## config.mk

```make
export PLATFORM = sky130hd
export DESIGN_NAME = rbs_sig_buffer
export DESIGN_NICKNAME = d
export VERILOG_FILES = /design/src/rtl/rbs_pkg.sv /design/src/rtl/rbs_capture.sv /design/src/rtl/rbs_freeze_ctl.sv /design/src/rtl/rbs_store.sv /design/src/rtl/rbs_serializer.sv /design/src/rtl/rbs_sig_buffer.sv
export SDC_FILE = /design/constraint.sdc
export NUM_CORES = 1
export LEC_CHECK = 0
export CAP_MARGIN = 20
export CORE_ASPECT_RATIO = 1.2
export CORE_MARGIN = 1
export CORE_UTILIZATION = 44
export CTS_CLUSTER_SIZE = 14
export DETAILED_ROUTE_END_ITERATION = 6
export SYNTH_ARGS = -nofsm -noshare
export SYNTH_HDL_FRONTEND = slang
export SYNTH_SLANG_ARGS = --single-unit
```

## constraint.sdc

```tcl
create_clock -name clk -period 3.1 [get_ports clk]
set_clock_uncertainty 0.15 [all_clocks]
set_input_delay 0.31 -clock clk [delete_from_list [all_inputs] [get_ports clk]]
set_output_delay 0.31 -clock clk [all_outputs]
set_load 0.01 [all_outputs]
```

## src/rtl/rbs_pkg.sv

```systemverilog
package rbs_pkg;
  localparam int SIG_N       = 4;  // signaling bits per channel (A..D)
  localparam int BITS_PER_CH = 8;
  localparam int BIT_W       = $clog2(BITS_PER_CH);
  localparam int FRM_PER_SIG = 6;  // spacing of signaling frames
  localparam int D4_SIG_N    = 2;  // D4 carries only A and B
  typedef logic [SIG_N-1:0] sig_nib_t;
endpackage

```

## src/rtl/rbs_capture.sv

```systemverilog
// Collects the signaling bits of the running multiframe into a staging word.
module rbs_capture
  import rbs_pkg::*;
#(
  parameter int NUM_CH = 24,
  parameter int CH_W   = 5,
  parameter int FRM_W  = 5
) (
  input  logic                    clk,
  input  logic                    rst_n,
  input  logic                    rx_data,
  input  logic [BIT_W-1:0]        bit_idx,
  input  logic [CH_W-1:0]         ch_idx,
  input  logic [FRM_W-1:0]        frm_idx,
  input  logic                    esf_mode,
  output logic [NUM_CH*SIG_N-1:0] stage_q
);
  localparam logic [BIT_W-1:0] LSB_POS = BIT_W'(BITS_PER_CH - 1);

  logic [NUM_CH*SIG_N-1:0] stage_d;
  logic [SIG_N-1:0]        hit;

  generate
    for (genvar k = 0; k < SIG_N; k++) begin : g_hit
      localparam int CAP_FRM  = FRM_PER_SIG * (k + 1) - 1;
      localparam bit ESF_ONLY = (k >= D4_SIG_N);
      assign hit[k] = (bit_idx == LSB_POS) &&
                      (frm_idx == FRM_W'(CAP_FRM)) &&
                      (esf_mode || !ESF_ONLY);
    end
  endgenerate

  always_comb begin
    stage_d = stage_q;
    for (int c = 0; c < NUM_CH; c++) begin
      for (int k = 0; k < SIG_N; k++) begin
        if (hit[k] && (ch_idx == CH_W'(c))) begin
          stage_d[c*SIG_N + (SIG_N-1-k)] = rx_data;
        end
      end
    end
  end

  always_ff @(posedge clk or negedge rst_n) begin
    if (!rst_n) stage_q <= '0;
    else        stage_q <= stage_d;
  end
endmodule

```

## src/rtl/rbs_freeze_ctl.sv

```systemverilog
// Freeze decision and post-error hold counter (counts multiframe boundaries).
module rbs_freeze_ctl #(
  parameter int HOLD_MF = 3
) (
  input  logic clk,
  input  logic rst_n,
  input  logic mf_start,
  input  logic auto_en,
  input  logic force_frz,
  input  logic oof,
  input  logic carrier_loss,
  input  logic slip,
  output logic freeze
);
  localparam int HOLD_W = $clog2(HOLD_MF + 1);

  logic [HOLD_W-1:0] hold_q, hold_d;
  logic              err_hit;

  assign err_hit = auto_en & (oof | carrier_loss | slip);

  always_comb begin
    hold_d = hold_q;
    if (err_hit) begin
      hold_d = HOLD_W'(HOLD_MF);
    end else if (mf_start && (hold_q != '0)) begin
      hold_d = hold_q - HOLD_W'(1);
    end
  end

  always_ff @(posedge clk or negedge rst_n) begin
    if (!rst_n) hold_q <= '0;
    else        hold_q <= hold_d;
  end

  assign freeze = force_frz | err_hit | (hold_q != '0);
endmodule

```

## src/rtl/rbs_store.sv

```systemverilog
// Circular multiframe store; read trails write by SLOTS-1 boundaries.
module rbs_store
  import rbs_pkg::*;
#(
  parameter int NUM_CH = 24,
  parameter int CH_W   = 5,
  parameter int SLOTS  = 4
) (
  input  logic                    clk,
  input  logic                    rst_n,
  input  logic                    mf_start,
  input  logic                    wr_block,
  input  logic [NUM_CH*SIG_N-1:0] stage_q,
  input  logic [CH_W-1:0]         ch_idx,
  output sig_nib_t                rd_nib
);
  localparam int PTR_W = $clog2(SLOTS);
  localparam int WORD_W = NUM_CH * SIG_N;
  localparam logic [PTR_W-1:0] LAST_SLOT = PTR_W'(SLOTS - 1);
  localparam logic [PTR_W-1:0] RD_START  = PTR_W'(1);

  logic [WORD_W-1:0] slot_q [SLOTS];
  logic [PTR_W-1:0]  wp_q, wp_d, rp_q, rp_d;
  logic              wr_en;
  logic [WORD_W-1:0] rd_word;

  assign wr_en = mf_start & ~wr_block;

  always_comb begin
    wp_d = wp_q;
    rp_d = rp_q;
    if (wr_en)    wp_d = (wp_q == LAST_SLOT) ? '0 : wp_q + PTR_W'(1);
    if (mf_start) rp_d = (rp_q == LAST_SLOT) ? '0 : rp_q + PTR_W'(1);
  end

  always_ff @(posedge clk or negedge rst_n) begin
    if (!rst_n) begin
      wp_q <= '0;
      rp_q <= RD_START;
    end else begin
      wp_q <= wp_d;
      rp_q <= rp_d;
    end
  end

  always_ff @(posedge clk or negedge rst_n) begin
    if (!rst_n) begin
      for (int s = 0; s < SLOTS; s++) slot_q[s] <= '0;
    end else if (wr_en) begin
      for (int s = 0; s < SLOTS; s++) begin
        if (wp_q == PTR_W'(s)) slot_q[s] <= stage_q;
      end
    end
  end

  assign rd_word = slot_q[rp_q];

  always_comb begin
    rd_nib = '0;
    for (int c = 0; c < NUM_CH; c++) begin
      if (ch_idx == CH_W'(c)) rd_nib = rd_word[c*SIG_N +: SIG_N];
    end
  end
endmodule

```

## src/rtl/rbs_serializer.sv

```systemverilog
// Formats the nibble for the framing mode and places it in channel timing.
module rbs_serializer
  import rbs_pkg::*;
(
  input  logic             esf_mode,
  input  logic [BIT_W-1:0] bit_idx,
  input  sig_nib_t         rd_nib,
  output sig_nib_t         sig_nib,
  output logic             sig_out
);
  always_comb begin
    if (esf_mode) sig_nib = rd_nib;
    else          sig_nib = {rd_nib[3], rd_nib[2], rd_nib[3], rd_nib[2]};
  end

  assign sig_out = bit_idx[BIT_W-1] & sig_nib[2'd3 - bit_idx[1:0]];
endmodule

```

## src/rtl/rbs_sig_buffer.sv

```systemverilog
module rbs_sig_buffer
  import rbs_pkg::*;
#(
  parameter int NUM_CH  = 24,
  parameter int FRM_W   = 5,
  parameter int SLOTS   = 4,
  parameter int HOLD_MF = 3,
  localparam int CH_W   = $clog2(NUM_CH)
) (
  input  logic             clk,
  input  logic             rst_n,
  input  logic             rx_data,
  input  logic [BIT_W-1:0] bit_idx,
  input  logic [CH_W-1:0]  ch_idx,
  input  logic [FRM_W-1:0] frm_idx,
  input  logic             mf_start,
  input  logic             esf_mode,
  input  logic             auto_freeze_en,
  input  logic             force_freeze,
  input  logic             oof,
  input  logic             carrier_loss,
  input  logic             slip,
  output logic             sig_out,
  output logic [SIG_N-1:0] sig_nib,
  output logic             freeze_active
);
  logic [NUM_CH*SIG_N-1:0] stage_q;
  sig_nib_t                rd_nib;
  logic                    frz;

  rbs_capture #(.NUM_CH(NUM_CH), .CH_W(CH_W), .FRM_W(FRM_W)) i_capture (
    .clk(clk), .rst_n(rst_n), .rx_data(rx_data), .bit_idx(bit_idx),
    .ch_idx(ch_idx), .frm_idx(frm_idx), .esf_mode(esf_mode), .stage_q(stage_q)
  );

  rbs_freeze_ctl #(.HOLD_MF(HOLD_MF)) i_freeze (
    .clk(clk), .rst_n(rst_n), .mf_start(mf_start), .auto_en(auto_freeze_en),
    .force_frz(force_freeze), .oof(oof), .carrier_loss(carrier_loss),
    .slip(slip), .freeze(frz)
  );

  rbs_store #(.NUM_CH(NUM_CH), .CH_W(CH_W), .SLOTS(SLOTS)) i_store (
    .clk(clk), .rst_n(rst_n), .mf_start(mf_start), .wr_block(frz),
    .stage_q(stage_q), .ch_idx(ch_idx), .rd_nib(rd_nib)
  );

  rbs_serializer i_ser (
    .esf_mode(esf_mode), .bit_idx(bit_idx), .rd_nib(rd_nib),
    .sig_nib(sig_nib), .sig_out(sig_out)
  );

  assign freeze_active = frz;
endmodule

```

==> results of run 1 <==
-- registers in the layout, summed over array words and instances, names as in the netlist --
register,flops
i_store.slot_q,384
i_freeze.hold_q,2
i_capture.stage_q,96
i_store.wp_q,2
i_store.rp_q,2
-- critical path, stage by stage, from the launching register on --
cell and delay [ns]:
dfstp_4 0.68, buf_4 0.16, buf_16 0.15, buf_4 0.13, mux4_2 0.50, nor2_1 0.10, a211oi_1 0.08, nor4_2 0.34
a21oi_2 0.12, o21ai_2 0.21, nand2_1 0.07, mux2_2 0.28, buf_6 0.12
-- cells by family after synthesis --
kind of cell             count (synthesis)
AO/OA/AOI/OAI                           93
XOR/XNOR                                 1
adder cells (fa/ha/maj)                  6
buffers and inverters                  113
flip-flops                             486
multiplexers                           585
AND/OR/NAND/NOR                        224
-- cell usage in the layout (no fill, tap or decap), types with 6 or more instances in the layout --
master | netlist | final
a22o_1 | 8 | 7
dfrtp_1 | 485 | 484
buf_8 | 1 | 6
buf_6 | 1 | 10
o211ai_1 | 7 | 7
clkbuf_8 | 0 | 10
nor2_1 | 38 | 38
nor3_1 | 15 | 10
bufinv_16 | 0 | 9
ha_1 | 6 | 6
o21ai_0 | 19 | 10
clkbuf_16 | 0 | 53
nand2b_1 | 6 | 6
buf_12 | 0 | 30
clkdlybuf4s50_1 | 0 | 21
nand2_1 | 131 | 123
clkbuf_1 | 56 | 11
mux2_2 | 486 | 486
a21oi_2 | 0 | 9
clkinv_2 | 0 | 7
inv_1 | 7 | 7
buf_4 | 5 | 150
a21oi_1 | 25 | 15
o21ai_1 | 0 | 6
mux4_2 | 90 | 91
nand3_1 | 9 | 8
-- area by class of cell --
type / instances / area, um2 / share of cell area
Timing Repair Buffer: 223 / 2240 / 0.0841
Sequential cell: 486 / 12200 / 0.457
Clock buffer: 74 / 1510 / 0.0565
Clock inverter: 16 / 305 / 0.0115
Multi-Input combinational cell: 909 / 9590 / 0.360
Tap cell: 637 / 797 / 0.0299
Inverter: 10 / 37.5 / 0.00141
-- path summary, 6_finish.rpt --
path                                     startpoint                   to  slack, ns  depth (start not counted)
worst max register to register   i_freeze.hold_q[0]  i_store.slot_q[268]       0.79                          8
min in group asynchronous                     rst_n  i_store.slot_q[268]       0.25                          2
max in group asynchronous                     rst_n  i_store.slot_q[120]       1.61                          3
worst max-delay path                i_store.rp_q[0]           sig_nib[1]      -0.91                         12
worst min-delay path                 auto_freeze_en   i_freeze.hold_q[0]       0.17                          3
worst min register to register  i_store.slot_q[174]  i_store.slot_q[174]       0.35                          1
-- layer usage --
metal,share of wire,global-route usage
met4,0.032,0.0787
met2,0.51,0.387
met3,0.040,0.0436
met5,0,0
met1,0.42,0.283
-- through the flow --
step | std cells | hold WS [ns]
3_5_place_dp | 2237 | 0.326
4_1_cts | 2343 | 0.146
2_1_floorplan | 1508 | -0.136
3_3_place_gp | 2237 | 0.320
6_report | 2355 | 0.170
5_1_grt | 2355 | 0.185
-- repair_timing --
action                                  CTS  global route
resized for setup                        83            13
setup buffers                            14            15
hold buffers                              1             0
gates cloned                              2             0
endpoints found under the setup margin    5             5
hold endpoints to repair                 88             0
pin swaps                                21            13
-- where the power goes --
| group | total (mW) | internal (mW) | leakage, nW | switching (mW) |
|---|---|---|---|---|
| logic | 2.43 | 1.25 | 5.40 | 1.18 |
| registers | 6.48 | 6.39 | 6.77 | 0.0862 |
| clock network | 6.60 | 4.09 | 0.893 | 2.51 |
==> impl_metrics.json, run 1 <==
{
  "cts_buffers": 50,
  "rsz0062_at_grt": "true",
  "synth_area_leaders": "dfrtp_1 55%, mux2_2 25%, mux4_2 9.2%, nand2_1 2.2%, clkbuf_1 0.96%",
  "avgSynthCellArea_um2": 14.6,
  "worstSetupStartpointType": "register",
  "path_class": "reg2out",
  "syn_area_um2": 22000,
  "worst_pin_slew_ns": 0.956,
  "yosys.cell_count.top_type": "mux2_2",
  "power.total_mw": 15.5,
  "yosys_most_used_dff": "dfrtp_1",
  "status": "complete, but fails checks",
  "tritoncts": "built",
  "period_minus_slack_ns": 4.01,
  "routedWlPerCell_um": 23.1,
  "track_usage": 0.225,
  "drc": 0,
  "dieArea_um2": 50800,
  "nets": 1709,
  "diodes": 0,
  "synth_compound_area_frac": 0.0282,
  "num_rows": 89,
  "antenna_found_initial": 0,
  "clkTransAtPathRegs_ns": 0.06,
  "cts_buffer_depth": 3,
  "synth.area.mux_share": 0.348,
  "synth_warnings": 0,
  "viasPerCell": 5.62,
  "grt_pass1_vias": 14574,
  "failed_checks": "negative setup slack",
  "max_cap_violations": 0,
  "gr-total-overflow": 0,
  "tns_ns": -4.27,
  "final_util": 0.541,
  "powerDensity_nw_per_um2": 582,
  "finalSetupViolations": 5,
  "first_pass_iters": 5,
  "drive_gt1_frac": 0.527,
  "syn_to_final_growth_pct": 21.3,
  "io_buffers": 28,
  "totalWireLength_mm": 54.3,
  "hpwl_mm": 34.6,
  "yosysTopAreaCell": "dfrtp_1",
  "synth_fa_ha_area_frac": 0.00342,
  "ys_top_cells_by_count": "486 x mux2_2, 485 x dfrtp_1, 131 x nand2_1, 90 x mux4_2, 56 x clkbuf_1",
  "synth_edf_count": 0,
  "worstPathRequired_ns": 2.64,
  "crit_arrival_ns": 3.55,
  "grt_pass1_wl_mm": 86.5,
  "vias": 13235,
  "clk_root_buffer_cell": "clkbuf_16",
  "synthArstFlopShare": 1.00,
  "synth-seq-cells": 486,
  "synthXorXnorAreaFrac": 0.000399,
  "drt-initial-drc-count": 686,
  "p_leak_nw": 13.1,
  "synth_top_area_share": 0.552,
  "final.fill_count": 4063,
  "finalHoldViolCount": 0,
  "synth.distinct_cells": 52,
  "drv_slew": 0,
  "synthSimpleGateAreaFrac": 0.0441,
  "ant_nets": 0,
  "peakVddDrop_mv": 0.336,
  "gp_congestion": 0.878,
  "hold_path.class": "in2reg",
  "grt_max_degree": 105,
  "start_util": 0.446,
  "worst_setup_path_end_kind": "primary output",
  "setup_ws_ns": -0.910,
  "htreeDepth": 2,
  "die_x_um": 206,
  "synth_top_family_by_area": "multiplexers",
  "postPlaceCellArea_um2": 24300,
  "numClockSinks": 486,
  "fin_crit_sh": 1.29,
  "synth_cells": 1508,
  "dp_slack_ns": -0.950,
  "die_y_um": 247,
  "critPathMaxFanout": 10,
  "relSlewSlack": 0.363,
  "worstSkewPairLatency_ns": 0.59,
  "coreArea_um2": 49200,
  "io-pin-count": 29,
  "finish.instance_area_um2": 26600,
  "syn_nets": 1537,
  "synth_seq_area_share": 0.554,
  "fmax_ghz": 0.249
}
Power figures use the tool's default switching activity.
==> run 2: changes to the inputs <==
--- a/config.mk
+++ b/config.mk
@@ -14,3 +14,4 @@
 export SYNTH_ARGS = -nofsm -noshare
 export SYNTH_HDL_FRONTEND = slang
 export SYNTH_SLANG_ARGS = --single-unit
+export TNS_END_PERCENT = 30
==> run 2 against run 1 <==
  * The run still ends with negative setup slack left
  * Register-to-register slack about the same
  * Via count rose by 0.11%
  * Setup slack improved by 0.012 ns
  * Worst hold slack better by 0.0061 ns
  * Core utilization barely moved
  * Largest cell class unchanged
  * Largest power group unchanged
  * Highest routed layer unchanged
==> impl_metrics.json, run 2 (synthesized netlist as in run 1, its figures left out) <==
{
  "drive_gt1_frac": 0.528,
  "critical_path.max_stage_delay_ns": 0.69,
  "cp_num_buf_inv": 3,
  "dp_cells": 2237,
  "whs_ns": 0.176,
  "top_register": "i_store.slot_q",
  "max_cap_violations": 0,
  "syn_to_final_growth_pct": 21.2,
  "r2r_cells": 8,
  "finalHoldViolCount": 0,
  "coreArea_um2": 49200,
  "postPlaceCellArea_um2": 24300,
  "antenna_found_initial": 0,
  "vias": 13250,
  "die_y_um": 247,
  "cts_buffer_depth": 3,
  "worst_setup_path_end_kind": "primary output",
  "drv_slew": 0,
  "critPathMaxFanout": 6,
  "peakVddDrop_mv": 0.335,
  "gr-total-overflow": 0,
  "fmax_ghz": 0.250,
  "worst_hold_startpoint": "auto_freeze_en",
  "gp_congestion": 0.878,
  "crit_chain": "buf_6 -> buf_12 -> mux4_1 -> mux2i_1 -> a211oi_1 -> nor4_2 -> a21oi_2 -> o21ai_2 -> nand2_1 -> mux2_4 -> buf_6",
  "nets": 1706,
  "period_minus_slack_ns": 4.00,
  "num_rows": 89,
  "setup_ws_ns": -0.898,
  "status": "complete, but fails checks",
  "power.total_mw": 15.5,
  "hold_depth": 3,
  "clk_root_buffer_cell": "clkbuf_16",
  "numClockSinks": 486,
  "ant_nets": 0,
  "relSlewSlack": 0.365,
  "viasPerCell": 5.63,
  "dieArea_um2": 50800,
  "worstPathRequired_ns": 2.64,
  "worst_pin_slew_ns": 0.953,
  "top_regs": "i_store.slot_q (384), i_capture.stage_q (96)",
  "cpMostUsedCell": "buf_6",
  "first_pass_iters": 5,
  "track_usage": 0.226,
  "finalSetupViolations": 5,
  "final_cell_mix": "485 x mux2_2, 484 x dfrtp_1, 148 x buf_4",
  "tritoncts": "built",
  "rsz0062_at_grt": "true",
  "final_util": 0.541,
  "io_buffers": 28,
  "io-pin-count": 29,
  "cts_buffers": 50,
  "diodes": 0,
  "p_leak_nw": 13.1,
  "failed_checks": "negative setup slack",
  "fin_cells": 2352,
  "worstSetupStartpointType": "register",
  "powerDensity_nw_per_um2": 583,
  "routedWlPerCell_um": 23.1,
  "htreeDepth": 2,
  "cpMaxStageDelayCell": "dfstp_4",
  "worstReg2RegEnd": "i_store.slot_q[268]",
  "drc": 0,
  "grt_pass1_wl_mm": 86.5,
  "worstSkewPairLatency_ns": 0.60,
  "rrSetupSlack_ns": 0.78,
  "path_class": "reg2out",
  "rr_startpoint": "i_freeze.hold_q[0]",
  "final_common_cell": "mux2_2",
  "grt_max_degree": 105,
  "grt_pass1_vias": 14576,
  "largest_reg_flops": 384,
  "crit_family": "multiplexers",
  "clkTransAtPathRegs_ns": 0.06,
  "crit_arrival_ns": 3.54,
  "drt-initial-drc-count": 642,
  "finish.instance_area_um2": 26600,
  "totalWireLength_mm": 54.4,
  "hold_path.class": "in2reg",
  "holdPathEnd": "i_freeze.hold_q[0]",
  "start_util": 0.446,
  "die_x_um": 206,
  "fin_crit_sh": 1.29,
  "hpwl_mm": 34.6
}
run 2: per-stage QoR:
step	worst slack (ns)	TNS, ns
floorplan	0.000435	0
CTS	-0.972	-4.36
global placement	-0.968	-4.26
finish	-0.898	-4.19
global route	-1.02	-4.83
detailed placement	-0.950	-4.28
run 2: power breakdown:
group          total [mW]  internal (mW)  switching [mW]  leakage (nW)
registers            6.48           6.39          0.0869          6.77
clock network        6.60           4.09            2.51         0.893
logic                2.45           1.26            1.19          5.39
run 2: worst max-delay path by stage:
| stage | startpoint | to | slack, ns | cells past startpoint |
|---|---|---|---|---|
| final | i_store.rp_q[0] | sig_nib[1] | -0.90 | 11 |
| after global routing | i_store.rp_q[0] | sig_nib[1] | -1.02 | 10 |
| after CTS | i_store.rp_q[0] | sig_nib[1] | -0.97 | 11 |
| after detailed placement | i_store.rp_q[0] | sig_out | -0.95 | 10 |
| after global placement | i_store.rp_q[0] | sig_out | -0.97 | 10 |
| after floorplan | i_store.rp_q[0] | sig_nib[1] | 0.0004 | 10 |
run 2: area by class of cell:
class	count	area, um2
Timing Repair Buffer	220	2220
Multi-Input combinational cell	909	9600
Clock buffer	74	1510
Clock inverter	16	305
Tap cell	637	797
Inverter	10	37.5
Sequential cell	486	12200
Fill cell	4064	22600
run 2: routing by layer:
layer | vias to the layer above | GRT usage | share of wire
met4 | 0 | 0.0787 | 0.032
met3 | 97 | 0.0436 | 0.042
met2 | 242 | 0.387 | 0.51
li1 | 5865 | - | -
met5 | - | 0 | 0
met1 | 7046 | 0.283 | 0.42
run 2: worst register-to-register path: stages (launching register included):
cell      delay, ns
dfrtp_1        0.32
inv_1          0.06
ha_1           0.21
nand3b_1       0.13
nor2_1         0.05
buf_4          0.18
nand2_4        0.08
buf_12         0.52
mux2_2         0.51
run 2: timing repair:
action | 4_1_cts | 5_1_grt
gates resized for setup | 79 | 21
endpoints found under the hold margin | 88 | 0
setup buffers | 13 | 14
hold buffers | 1 | 0
pin swaps | 21 | 20
setup endpoints to repair | 5 | 5
cloned | 2 | 0
